===== src/rtl/alu16_pkg.sv =====
package alu16_pkg;
  localparam int FLAG_W = 16;
  localparam int CF_B = 0;
  localparam int PF_B = 2;
  localparam int AF_B = 4;
  localparam int ZF_B = 6;
  localparam int SF_B = 7;
  localparam int OF_B = 11;

  typedef enum logic [4:0] {
    OP_ADD  = 5'd0,  OP_ADC = 5'd1,  OP_SUB = 5'd2,  OP_SBB = 5'd3,
    OP_CMP  = 5'd4,  OP_INC = 5'd5,  OP_DEC = 5'd6,  OP_NEG = 5'd7,
    OP_AND  = 5'd8,  OP_OR  = 5'd9,  OP_XOR = 5'd10, OP_TEST = 5'd11,
    OP_NOT  = 5'd12, OP_SHL = 5'd13, OP_SHR = 5'd14, OP_SAR = 5'd15,
    OP_ROL  = 5'd16, OP_ROR = 5'd17, OP_RCL = 5'd18, OP_RCR = 5'd19,
    OP_SALC = 5'd20
  } alu_op_e;

  typedef enum logic [2:0] {
    SH_SHL, SH_SHR, SH_SAR, SH_ROL, SH_ROR, SH_RCL, SH_RCR
  } shift_e;

  typedef enum logic [1:0] {LG_AND, LG_OR, LG_XOR, LG_NOT} logic_e;

  // Which flag-update rule an operation follows
  typedef enum logic [2:0] {
    FU_NONE, FU_ARITH, FU_ARITH_KEEPC, FU_LOGIC, FU_SHIFT, FU_ROT
  } flag_rule_e;
endpackage


===== src/rtl/alu16_arith.sv =====
module alu16_arith #(
  parameter int W = 16
) (
  input  logic [W-1:0] a,
  input  logic [W-1:0] b,
  input  logic         byte_mode,
  input  logic         carry_in,
  input  logic         subtract,
  output logic [W-1:0] res,
  output logic         cf,
  output logic         af,
  output logic         of
);
  localparam int H = W / 2;
  localparam logic [W-1:0] LOW_MASK = {{H{1'b0}}, {H{1'b1}}};

  logic [W-1:0] am, bm;
  logic [W:0]   raw;
  logic         sa, sb, sr;

  always_comb begin
    am = byte_mode ? (a & LOW_MASK) : a;
    bm = byte_mode ? (b & LOW_MASK) : b;
    if (subtract)
      raw = {1'b0, am} - {1'b0, bm} - {{W{1'b0}}, carry_in};
    else
      raw = {1'b0, am} + {1'b0, bm} + {{W{1'b0}}, carry_in};
    res = byte_mode ? (raw[W-1:0] & LOW_MASK) : raw[W-1:0];
    cf  = byte_mode ? raw[H] : raw[W];
    af  = am[4] ^ bm[4] ^ raw[4];
    sa  = byte_mode ? am[H-1]  : am[W-1];
    sb  = byte_mode ? bm[H-1]  : bm[W-1];
    sr  = byte_mode ? raw[H-1] : raw[W-1];
    of  = subtract ? ((sa != sb) && (sr != sa)) : ((sa == sb) && (sr != sa));
  end
endmodule


===== src/rtl/alu16_logic.sv =====
module alu16_logic import alu16_pkg::*; #(
  parameter int W = 16
) (
  input  logic [W-1:0] a,
  input  logic [W-1:0] b,
  input  logic         byte_mode,
  input  logic_e       sel,
  output logic [W-1:0] res
);
  localparam int H = W / 2;
  localparam logic [W-1:0] LOW_MASK = {{H{1'b0}}, {H{1'b1}}};

  logic [W-1:0] raw;

  always_comb begin
    unique case (sel)
      LG_AND:  raw = a & b;
      LG_OR:   raw = a | b;
      LG_XOR:  raw = a ^ b;
      default: raw = ~a;
    endcase
    res = byte_mode ? (raw & LOW_MASK) : raw;
  end
endmodule


===== src/rtl/alu16_shift1.sv =====
module alu16_shift1 import alu16_pkg::*; #(
  parameter int N = 16
) (
  input  logic [N-1:0] a,
  input  logic         cf_in,
  input  shift_e       kind,
  output logic [N-1:0] r,
  output logic         cf,
  output logic         of
);
  always_comb begin
    unique case (kind)
      SH_SHL: begin r = {a[N-2:0], 1'b0};    cf = a[N-1]; end
      SH_SHR: begin r = {1'b0, a[N-1:1]};    cf = a[0];   end
      SH_SAR: begin r = {a[N-1], a[N-1:1]};  cf = a[0];   end
      SH_ROL: begin r = {a[N-2:0], a[N-1]};  cf = a[N-1]; end
      SH_ROR: begin r = {a[0], a[N-1:1]};    cf = a[0];   end
      SH_RCL: begin r = {a[N-2:0], cf_in};   cf = a[N-1]; end
      default: begin r = {cf_in, a[N-1:1]};  cf = a[0];   end
    endcase
    unique case (kind)
      SH_SHR:                  of = a[N-1];
      SH_SAR:                  of = 1'b0;
      SH_ROR, SH_RCR:          of = r[N-1] ^ r[N-2];
      default:                 of = r[N-1] ^ cf;
    endcase
  end
endmodule


===== src/rtl/alu16_shifter.sv =====
module alu16_shifter import alu16_pkg::*; #(
  parameter int W = 16
) (
  input  logic [W-1:0] a,
  input  logic         byte_mode,
  input  logic         cf_in,
  input  shift_e       kind,
  output logic [W-1:0] res,
  output logic         cf,
  output logic         of
);
  localparam int H = W / 2;

  logic [W-1:0] r_sz [2];
  logic         c_sz [2];
  logic         o_sz [2];

  // index 0: byte-width variant, index 1: full-width variant
  for (genvar g = 0; g < 2; g++) begin : g_size
    localparam int N = (g == 0) ? H : W;
    logic [N-1:0] r_n;
    alu16_shift1 #(.N(N)) u_sh (
      .a    (a[N-1:0]),
      .cf_in(cf_in),
      .kind (kind),
      .r    (r_n),
      .cf   (c_sz[g]),
      .of   (o_sz[g])
    );
    assign r_sz[g] = W'(r_n);
  end

  assign res = byte_mode ? r_sz[0] : r_sz[1];
  assign cf  = byte_mode ? c_sz[0] : c_sz[1];
  assign of  = byte_mode ? o_sz[0] : o_sz[1];
endmodule


===== src/rtl/alu16_flags.sv =====
module alu16_flags import alu16_pkg::*; #(
  parameter int W = 16
) (
  input  logic              clk,
  input  logic              rst,
  input  logic              go,
  input  logic [4:0]        op_code,
  input  logic              byte_mode,
  input  logic [W-1:0]      opa,
  input  logic [W-1:0]      opb,
  output logic [W-1:0]      res_q,
  output logic [FLAG_W-1:0] flags_q
);
  localparam int H = W / 2;

  alu_op_e op;
  assign op = alu_op_e'(op_code);

  // operand steering
  logic [W-1:0] ar_a, ar_b, ar_res, lg_res, sh_res, r_nxt;
  logic         ar_cin, ar_sub, ar_cf, ar_af, ar_of, sh_cf, sh_of;
  logic         wr_res;
  logic_e       lg_sel;
  shift_e       sh_kind;
  flag_rule_e   rule;
  logic [W-1:0] cand;
  logic [FLAG_W-1:0] f_nxt;

  always_comb begin
    ar_a    = opa;
    ar_b    = opb;
    ar_cin  = 1'b0;
    ar_sub  = 1'b0;
    lg_sel  = LG_AND;
    sh_kind = SH_SHL;
    case (op)
      OP_ADC:         ar_cin = flags_q[CF_B];
      OP_SUB, OP_CMP: ar_sub = 1'b1;
      OP_SBB: begin ar_sub = 1'b1; ar_cin = flags_q[CF_B]; end
      OP_INC:         ar_b = W'(1);
      OP_DEC: begin ar_b = W'(1); ar_sub = 1'b1; end
      OP_NEG: begin ar_a = '0; ar_b = opa; ar_sub = 1'b1; end
      OP_OR:          lg_sel = LG_OR;
      OP_XOR:         lg_sel = LG_XOR;
      OP_NOT:         lg_sel = LG_NOT;
      OP_SHR:         sh_kind = SH_SHR;
      OP_SAR:         sh_kind = SH_SAR;
      OP_ROL:         sh_kind = SH_ROL;
      OP_ROR:         sh_kind = SH_ROR;
      OP_RCL:         sh_kind = SH_RCL;
      OP_RCR:         sh_kind = SH_RCR;
      default: ;
    endcase
  end

  alu16_arith #(.W(W)) u_arith (
    .a(ar_a), .b(ar_b), .byte_mode(byte_mode), .carry_in(ar_cin),
    .subtract(ar_sub), .res(ar_res), .cf(ar_cf), .af(ar_af), .of(ar_of)
  );

  alu16_logic #(.W(W)) u_logic (
    .a(opa), .b(opb), .byte_mode(byte_mode), .sel(lg_sel), .res(lg_res)
  );

  alu16_shifter #(.W(W)) u_shift (
    .a(opa), .byte_mode(byte_mode), .cf_in(flags_q[CF_B]), .kind(sh_kind),
    .res(sh_res), .cf(sh_cf), .of(sh_of)
  );

  // result selection and flag rule per operation
  always_comb begin
    rule   = FU_NONE;
    wr_res = 1'b0;
    cand   = ar_res;
    case (op)
      OP_ADD, OP_ADC, OP_SUB, OP_SBB, OP_NEG:
        begin rule = FU_ARITH; wr_res = 1'b1; end
      OP_CMP:  rule = FU_ARITH;
      OP_INC, OP_DEC:
        begin rule = FU_ARITH_KEEPC; wr_res = 1'b1; end
      OP_AND, OP_OR, OP_XOR:
        begin rule = FU_LOGIC; wr_res = 1'b1; cand = lg_res; end
      OP_TEST: begin rule = FU_LOGIC; cand = lg_res; end
      OP_NOT:  begin wr_res = 1'b1; cand = lg_res; end
      OP_SHL, OP_SHR, OP_SAR:
        begin rule = FU_SHIFT; wr_res = 1'b1; cand = sh_res; end
      OP_ROL, OP_ROR, OP_RCL, OP_RCR:
        begin rule = FU_ROT; wr_res = 1'b1; cand = sh_res; end
      OP_SALC: begin
        wr_res = 1'b1;
        cand   = flags_q[CF_B] ? W'({H{1'b1}}) : '0;
      end
      default: ;
    endcase
  end

  function automatic logic [2:0] sign_zero_par(logic [W-1:0] v, logic bm);
    logic s, z, p;
    s = bm ? v[H-1] : v[W-1];
    z = bm ? (v[H-1:0] == '0) : (v == '0);
    p = ~^v[7:0];
    return {s, z, p};
  endfunction

  always_comb begin
    logic [2:0] szp;
    szp   = sign_zero_par(cand, byte_mode);
    f_nxt = flags_q;
    r_nxt = wr_res ? cand : res_q;
    case (rule)
      FU_ARITH, FU_ARITH_KEEPC: begin
        {f_nxt[SF_B], f_nxt[ZF_B], f_nxt[PF_B]} = szp;
        f_nxt[AF_B] = ar_af;
        f_nxt[OF_B] = ar_of;
        if (rule == FU_ARITH) f_nxt[CF_B] = ar_cf;
      end
      FU_LOGIC: begin
        {f_nxt[SF_B], f_nxt[ZF_B], f_nxt[PF_B]} = szp;
        f_nxt[OF_B] = 1'b0;
        f_nxt[CF_B] = 1'b0;
      end
      FU_SHIFT: begin
        {f_nxt[SF_B], f_nxt[ZF_B], f_nxt[PF_B]} = szp;
        f_nxt[OF_B] = sh_of;
        f_nxt[CF_B] = sh_cf;
      end
      FU_ROT: begin
        f_nxt[OF_B] = sh_of;
        f_nxt[CF_B] = sh_cf;
      end
      default: ;
    endcase
  end

  always_ff @(posedge clk) begin
    if (rst) begin
      res_q   <= '0;
      flags_q <= '0;
    end else if (go) begin
      res_q   <= r_nxt;
      flags_q <= f_nxt;
    end
  end
endmodule


===== config.mk =====
export PLATFORM = sky130hd
export DESIGN_NAME = alu16_flags
export DESIGN_NICKNAME = d
export VERILOG_FILES = /design/src/rtl/alu16_pkg.sv /design/src/rtl/alu16_arith.sv /design/src/rtl/alu16_logic.sv /design/src/rtl/alu16_shift1.sv /design/src/rtl/alu16_shifter.sv /design/src/rtl/alu16_flags.sv
export SDC_FILE = /design/constraint.sdc
export NUM_CORES = 1
export LEC_CHECK = 0
export BUFFER_PORTS_ARGS = -buffer_cell sky130_fd_sc_hd__buf_2
export CELL_PAD_IN_SITES_DETAIL_PLACEMENT = 1
export CELL_PAD_IN_SITES_GLOBAL_PLACEMENT = 2
export CORE_MARGIN = 1.5
export CORE_UTILIZATION = 34
export DETAILED_ROUTE_END_ITERATION = 12
export GPL_TIMING_DRIVEN = 0
export PLACE_DENSITY = 0.94
export SLEW_MARGIN = 30
export SYNTH_ARGS = -nofsm -noshare
export SYNTH_HDL_FRONTEND = slang
export SYNTH_SLANG_ARGS = --single-unit

===== constraint.sdc =====
create_clock -name clk -period 6.2 [get_ports clk]
set_clock_uncertainty 0.2 [all_clocks]
set_input_delay 0 -clock clk [delete_from_list [all_inputs] [get_ports clk]]
set_output_delay 0 -clock clk [all_outputs]
set_load 0.005 [all_outputs]

# After elaboration in Yosys (flattened, before gate mapping)
# Index checks and enable logic that the tools add are counted.
word_totals:
  wordCells: 120
  inputBits: 41
  register_bits: 22
  output_inout_bits: 32
classes:
  n_addsub: 4
  eq_ne: 37
  reduce_logical: 29
  n_bitwise: 10
  mux: 35
op_table:
  columns: ["operator", "count"]
  rows:
  - ["$mux 16", 6]
  - ["$pmux 16 s3", 2]
  - ["$pmux 16 s6", 1]
  - ["$pmux 8 s6", 1]
  - ["$eq 5x4->1 const B", 8]
  - ["$pmux 16 s2", 1]
  - ["$eq 5x5->1 const B", 5]
  - ["$eq 5x3->1 const B", 4]
  - ["$reduce_or 19->1", 1]
  - ["$pmux 3 s6", 1]
  - ["$add 16x16->17", 1]
  - ["$add 17x1->17", 1]
  - ["$mux 17", 1]
  - ["$sub 16x16->17", 1]
  - ["$sub 17x1->17", 1]
  - ["$and 16x16->16", 1]
  - ["$logic_not 16->1", 1]
  - ["$not 16->16", 1]
  - ["$or 16x16->16", 1]
  - ["$xor 16x16->16", 1]
  - ["$eq 3x3->1 const B", 5]
  - ["$mux 1", 15]
  - ["$pmux 3 s5", 1]
  - ["$eq 3x2->1 const B", 4]
  - ["other kinds (27)", 50]

# Depth between registers and ports, before layout
logic_depth:
  ltp_word: 12
  mapped_depth: 23
  ltp_nobuf: 20

# Cells and area by module
# From an unflattened synthesis, not the netlist that was laid out.
unflattened:
  hier_cells: 800
  area_unflattened_um2: 6103.4
by_module_without_submodules:
  columns: ["mod", "cells_per_inst", "seq_area_each_um2", "area_per_inst_um2", "instances"]
  rows:
  - ["alu16_arith", 320, 0.0, 2260.9, 1]
  - ["alu16_flags", 237, 440.4, 1880.6, 1]
  - ["alu16_logic", 143, 0.0, 1032.2, 1]
  - ["alu16_shift1 at u_shift.g_size[1].u_sh", 45, 0.0, 421.7, 1]
  - ["alu16_shift1 at u_shift.g_size[0].u_sh", 35, 0.0, 291.5, 1]
  - ["alu16_shifter", 20, 0.0, 216.5, 1]

# Least setup slack after synthesis
# Ideal clock, no wire load.
synth_timing:
  path_type: "input to register"
  start: "in op_code[2]"
  end: "reg flags_q[11]"
  n_path_buf: 3
  path_slack_ns: 1.931
  path_stages: 19
  t_arrival_ns: 3.979
  setup_time_ns: 0.091
  required_ns: 5.909
  path_cell_list: "clkbuf_1 > buf_2 > o21a_1 > nand2_1 > clkbuf_1 > nand2_1 > o21ai_0 > ha_1 > inv_1 > ha_1 > a211o_1 > or3b_4 > o2111ai_1 > o21ai_0 > mux2i_1 > o21bai_2 > or3_1 > a21o_1 > a311oi_1"
synth_via:
  elab_chain_len: 12
  word_cells_on_any_way: 78
  classes_between: "add/sub (4); eq/ne (32); mux (21); bitwise (4); reduce/logical (17)"
synth_lines:
  columns: ["item", "line", "source"]
  rows:
  - ["start, declared", "alu16_flags.sv:7", "input logic [4:0] op_code,"]
  - ["$eq 5x3->1", "alu16_flags.sv:36, alu16_flags.sv:75", null]
  - ["$reduce_or 2->1 (no line)", null, null]
  - ["$pmux 16 s2", "alu16_flags.sv:36", "case (op)"]
  - ["$mux 16", "alu16_arith.sv:23", "bm = byte_mode ? (b & LOW_MASK) : b;"]
  - ["$add 16x16->17 or $sub 16x16->17 (tied branches)", "alu16_arith.sv:27, alu16_arith.sv:25", null]
  - ["$add 17x1->17 or $sub 17x1->17 (tied branches)", "alu16_arith.sv:27, alu16_arith.sv:25", null]
  - ["$mux 17", "alu16_arith.sv:24", "if (subtract)"]
  - ["$mux 1", "alu16_arith.sv:33", "sr = byte_mode ? raw[H-1] : raw[W-1];"]
  - ["$ne 1x1->1", "alu16_arith.sv:34", "of = subtract ? ((sa != sb) && (sr != sa)) : ((sa == sb) && (sr != sa));"]
  - ["$logic_and 1x1->1", "alu16_arith.sv:34", null]
  - ["$mux 1", "alu16_arith.sv:34", null]
  - ["$pmux 1 s3", "alu16_flags.sv:110", "case (rule)"]
  - ["end signal, assigned", "alu16_flags.sv:141", "flags_q <= f_nxt;"]
  - ["end, declared", "alu16_flags.sv:12", "output logic [FLAG_W-1:0] flags_q"]
# Several ways; a longest one is shown, not always the timed one.
# A chain may end at the register's enable or synchronous reset.

# Worst setup path after layout
layout_timing:
  start: "in op_code[2]"
  end: "reg flags_q[6]"
layout_via:
  elab_chain_len: 11
  word_cells_on_any_way: 69
  classes_between: "add/sub (4); eq/ne (31); mux (18); reduce/logical (16)"
layout_lines:
  columns: ["item", "line", "source"]
  rows:
  - ["$eq 5x3->1", "alu16_flags.sv:36, alu16_flags.sv:75", null]
  - ["$reduce_or 2->1 (no line)", null, null]
  - ["$pmux 16 s2", "alu16_flags.sv:36", null]
  - ["$mux 16", "alu16_arith.sv:23", null]
  - ["$add 16x16->17 or $sub 16x16->17 (tied branches)", "alu16_arith.sv:27, alu16_arith.sv:25", null]
  - ["$add 17x1->17 or $sub 17x1->17 (tied branches)", "alu16_arith.sv:27, alu16_arith.sv:25", null]
  - ["$mux 17", "alu16_arith.sv:24", null]
  - ["$mux 16", "alu16_arith.sv:28", "res = byte_mode ? (raw[W-1:0] & LOW_MASK) : raw[W-1:0];"]
  - ["$pmux 16 s3", "alu16_flags.sv:75", "case (op)"]
  - ["$logic_not 16->1 or $logic_not 8->1 (tied branches)", "alu16_flags.sv:100", "z = bm ? (v[H-1:0] == '0) : (v == '0);"]
  - ["$mux 1", "alu16_flags.sv:100", null]
# Several ways; a longest one is shown, not always the timed one.

==> results.py <==
metrics = {
    "synth": {
        "synthDistinctLibCells": 79,
        "syn_area_per_cell_um2": 6.94,
        "ys_ff_latch": 22,
        "seq_area_frac_synth_pct": 8.03,
        "synth_edf_count": 0,
        "ys_warn_count": 0,
        "netlist_instances": 790,
        "syn_area_mm2": 0.00549,
        "synthArstFlopShare_pct": 0,
        "synthFlopType": "dfxtp_1",
    },
    "clock_tree": {
        "h-tree-depth": 1,
        "cts.sinks": 22,
        "cts_tree": "yes",
        "cts_resized": 0,
        "numCtsBuffers": 3,
        "cts_setup_buffers": 0,
        "clk_pin_slew_ns": 0.06,
        "clk_path_buf_depth": 2,
        "cts-root-buf": "clkbuf_16",
        "clk_latency_ns": 0.25,
    },
    "die": {
        "die_y_um": 130,
        "die_x_um": 130,
        "start_util_pct": 34.7,
        "row_count": 46,
        "dieArea_mm2": 0.0169,
        "io_pins": 73,
        "design.core.area_mm2": 0.0158,
    },
    "setup_path": {
        "crit_fanout": 10,
        "critPathLaunch": "op_code[2]",
        "path_buf_inv": 5,
        "crit_path_start_kind": "input pin",
        "crit_top_cell": "ha_1",
        "r2r_end": "flags_q[6]",
        "worstPathArrival_ns": 5.36,
        "crit-reg2reg-launch": "flags_q[0]",
        "cpPeakStageDelay_ns": 0.44,
        "crit_slowest_cell": "ha_1",
        "crit_family": "compound AO/OA/AOI/OAI gates",
        "required_ns": 6.20,
        "ff2ff_path_depth": 16,
        "criticalPathCategory": "in2reg",
        "path_cells": "buf_2 -> clkbuf_1 -> buf_2 -> o21a_1 -> nand2_1 -> clkbuf_1 -> nand2_1 -> o21ai_0 -> ha_1 -> inv_1 -> ha_1 -> a211o_1 -> or3b_4 -> o21ai_2 -> xnor2_1 -> mux2i_4 -> o2111a_1 -> ha_1 -> nand4_1 -> nor2_1 -> nand4b_1 -> nor4_1 -> a31o_2",
        "rrSetupSlack_ns": 2.04,
        "endpoint_kind": "register",
    },
    "power_and_ir_drop": {
        "leakage_uw": 0.00290,
        "report.power.total_uw": 937,
        "seqPwrFrac_pct": 17.2,
        "powerDensity_mw_per_mm2": 151,
        "internal-power_uw": 493,
        "switching_power_uw": 444,
        "vdd_drop_max_mv": 0.116,
        "p_clk_share_pct": 15.9,
        "sw_frac_of_total_pct": 47.4,
        "comb_power_share_pct": 66.9,
    },
    "timing": {
        "setup-violations-final": 0,
        "slew_viol_final": 0,
        "fmax_mhz": 187,
        "post-route-period-util_pct": 86.4,
        "period_needed_ns": 5.36,
        "slew_headroom_pct": 43.2,
        "tns_ns": 0,
        "hold_viol": 0,
        "rsz0062_at_grt": "no",
        "tightest_slew_ns": 0.830,
    },
    "detailed_routing": {
        "ant_nets": 0,
        "drtIter0Drc": 358,
        "via_count": 6270,
        "drc_errors": 0,
        "wirelength_mm": 22.1,
        "vias_per_cell": 5.80,
        "wl_met1_mm": 9.61,
        "met2_wirelength_mm": 10.4,
        "firstDrtPassIters": 5,
        "routedWlPerCell_um": 20.5,
        "highest_layer": "met4",
        "route.met3.wl_mm": 1.54,
    },
    "global_routing": {
        "grt_overflow": 0,
        "antenna_found_initial": 0,
        "gr-usage-all-layers_pct": 26.4,
        "grt_pass1_vias": 6301,
        "grt_pass1_wl_mm": 34.5,
        "grt_max_degree": 13,
    },
    "place": {
        "place_congestion": 0.982,
        "placed_area_mm2": 0.00609,
        "place_hpwl_mm": 18.1,
        "placed_cells": 1076,
        "io_buffers": 61,
    },
    "layout": {
        "fin_nets": 990,
        "syn_to_final_growth_pct": 12.9,
        "fin_area_mm2": 0.00619,
        "multiInputGateArea_mm2": 0.00443,
        "antenna_cells": 0,
        "fillers": 2085,
        "layout-drive-gt1-share_pct": 13.5,
        "stdcell_count": 1081,
        "ff_latch_area_um2": 440,
    },
    "worst_hold_path": {
        "hold_class": "in2reg",
        "worstHoldStart": "byte_mode",
        "hold_depth": 4,
        "whs_endpoint": "flags_q[6]",
    },
    "run_status": {
        "status": "finished clean",
    },
    "flow_run": {
        "max-cap-violations": 0,
    },
}
==> power groups by stage <==
stage / logic [uW] / clock network [uW] / registers, uW
3_3_place_gp: 599 / 0 / 163
4_1_cts: 618 / 150 / 162
3_5_place_dp: 613 / 0 / 164
2_1_floorplan: 423 / 0 / 163
5_1_grt: 688 / 155 / 163
6_report: 627 / 149 / 161
==> sequential cells by signal, summed over array words and instances (netlist names) <==
| register | cells |
|---|---|
| flags_q | 6 |
| res_q | 16 |
==> per-stage QoR <==
| step | utilization [%] | setup slack (ns) | hold slack, ns |
|---|---|---|---|
| floorplan | - | 1.93 | 0.00826 |
| global placement | 38.5 | 0.649 | 0.192 |
| detailed placement | 38.5 | 0.661 | 0.201 |
| CTS | 39.1 | 0.840 | 0.139 |
| global route | 39.1 | 0.485 | 0.161 |
| finish | 39.1 | 0.844 | 0.149 |
==> area by class of cell <==
cell class              instances  area share [%]
multi-input cells             633            71.5
flip-flops and latches         22            7.11
plain buffers                  58            5.25
inverters                      86            5.21
repair buffers                 62            5.09
well taps                     216            4.36
clock buffers                   4            1.43
==> worst min-delay path, cell delays in order <==
cell and delay [ns]:
buf_2 0.15, inv_1 0.17, nand2_1 0.11, a31o_2 0.14
==> cells in the final DEF, fill, tap and decap left out, types with 8 or more instances in the layout <==
master    instances
a211oi_1         18
a21oi_1          60
a22oi_1          17
a311oi_1          8
buf_2            68
buf_4            13
clkbuf_1         30
conb_1           10
dfxtp_1          22
ha_1             79
inv_1            86
mux2i_1          14
nand2_1          74
nand3_1          13
nor2_1           76
nor2b_1          11
nor3_1           15
o211ai_1         10
o21ai_0          42
o221ai_1          9
o22ai_1          14
xnor2_1          25
==> what timing repair did <==
action | CTS | global route
endpoints found under the setup margin | 0 | 0
hold endpoints to repair | 1 | 0
hold buffers | 1 | 0
==> per-layer routing <==
metal,track usage (%),up-vias
li1,-,2969
met1,33.9,3023
met2,46.5,226
met3,3.36,52
met4,6.86,0
met5,0,-
==> cell families (layout without fill, tap and decap cells) <==
family / after synthesis / after routing / synth area share [%]
compound gates: 255 / 255 / 31.9
xor+xnor: 26 / 26 / 4.15
fa+ha+maj: 83 / 83 / 19.5
buf+inv: 144 / 210 / 11.8
flops: 22 / 22 / 8.03
mux: 17 / 17 / 3.38
other cells: 1 / 10 / 0.0684
simple gates: 242 / 242 / 21.2
==> worst max-delay path by stage <==
stage	end	slack (ns)	cells after the start
6_report	flags_q[6]	0.84	23
5_1_grt	flags_q[6]	0.49	23
4_1_cts	flags_q[6]	0.84	20
3_5_place_dp	flags_q[6]	0.66	20
3_3_place_gp	flags_q[6]	0.65	20
2_1_floorplan	flags_q[11]	1.93	19
==> synth_stat cells, types with 4 or more instances <==
cell type | n | share of area [%]
fa_1 | 4 | 1.5
a22oi_1 | 17 | 2.3
o21a_1 | 5 | 0.68
and3_1 | 6 | 0.68
nand3_1 | 13 | 1.2
clkbuf_8 | 4 | 1.0
o22ai_1 | 14 | 1.6
buf_4 | 13 | 1.8
dfxtp_1 | 22 | 8.0
a31oi_1 | 7 | 0.80
nor2_1 | 76 | 5.2
buf_2 | 7 | 0.64
a211o_1 | 7 | 1.1
nand2b_1 | 7 | 0.80
nor4_1 | 5 | 0.57
a21o_1 | 7 | 0.96
a31o_2 | 5 | 0.80
clkbuf_1 | 30 | 2.1
inv_1 | 86 | 5.9
mux2i_1 | 14 | 2.6
o2111ai_1 | 5 | 0.80
a211oi_1 | 18 | 2.5
o211ai_1 | 10 | 1.4
or3_1 | 4 | 0.46
nor3_1 | 15 | 1.4
ha_1 | 79 | 18
o221ai_1 | 9 | 1.4
nand2_1 | 74 | 5.1
o311ai_0 | 4 | 0.64
and2_1 | 4 | 0.46
o31ai_1 | 5 | 0.68
nor2b_1 | 11 | 1.3
a311oi_1 | 8 | 1.3
a21oi_1 | 60 | 5.5
o21ai_0 | 42 | 3.8
xnor2_1 | 25 | 4.0
Power figures use the tool's default switching activity.
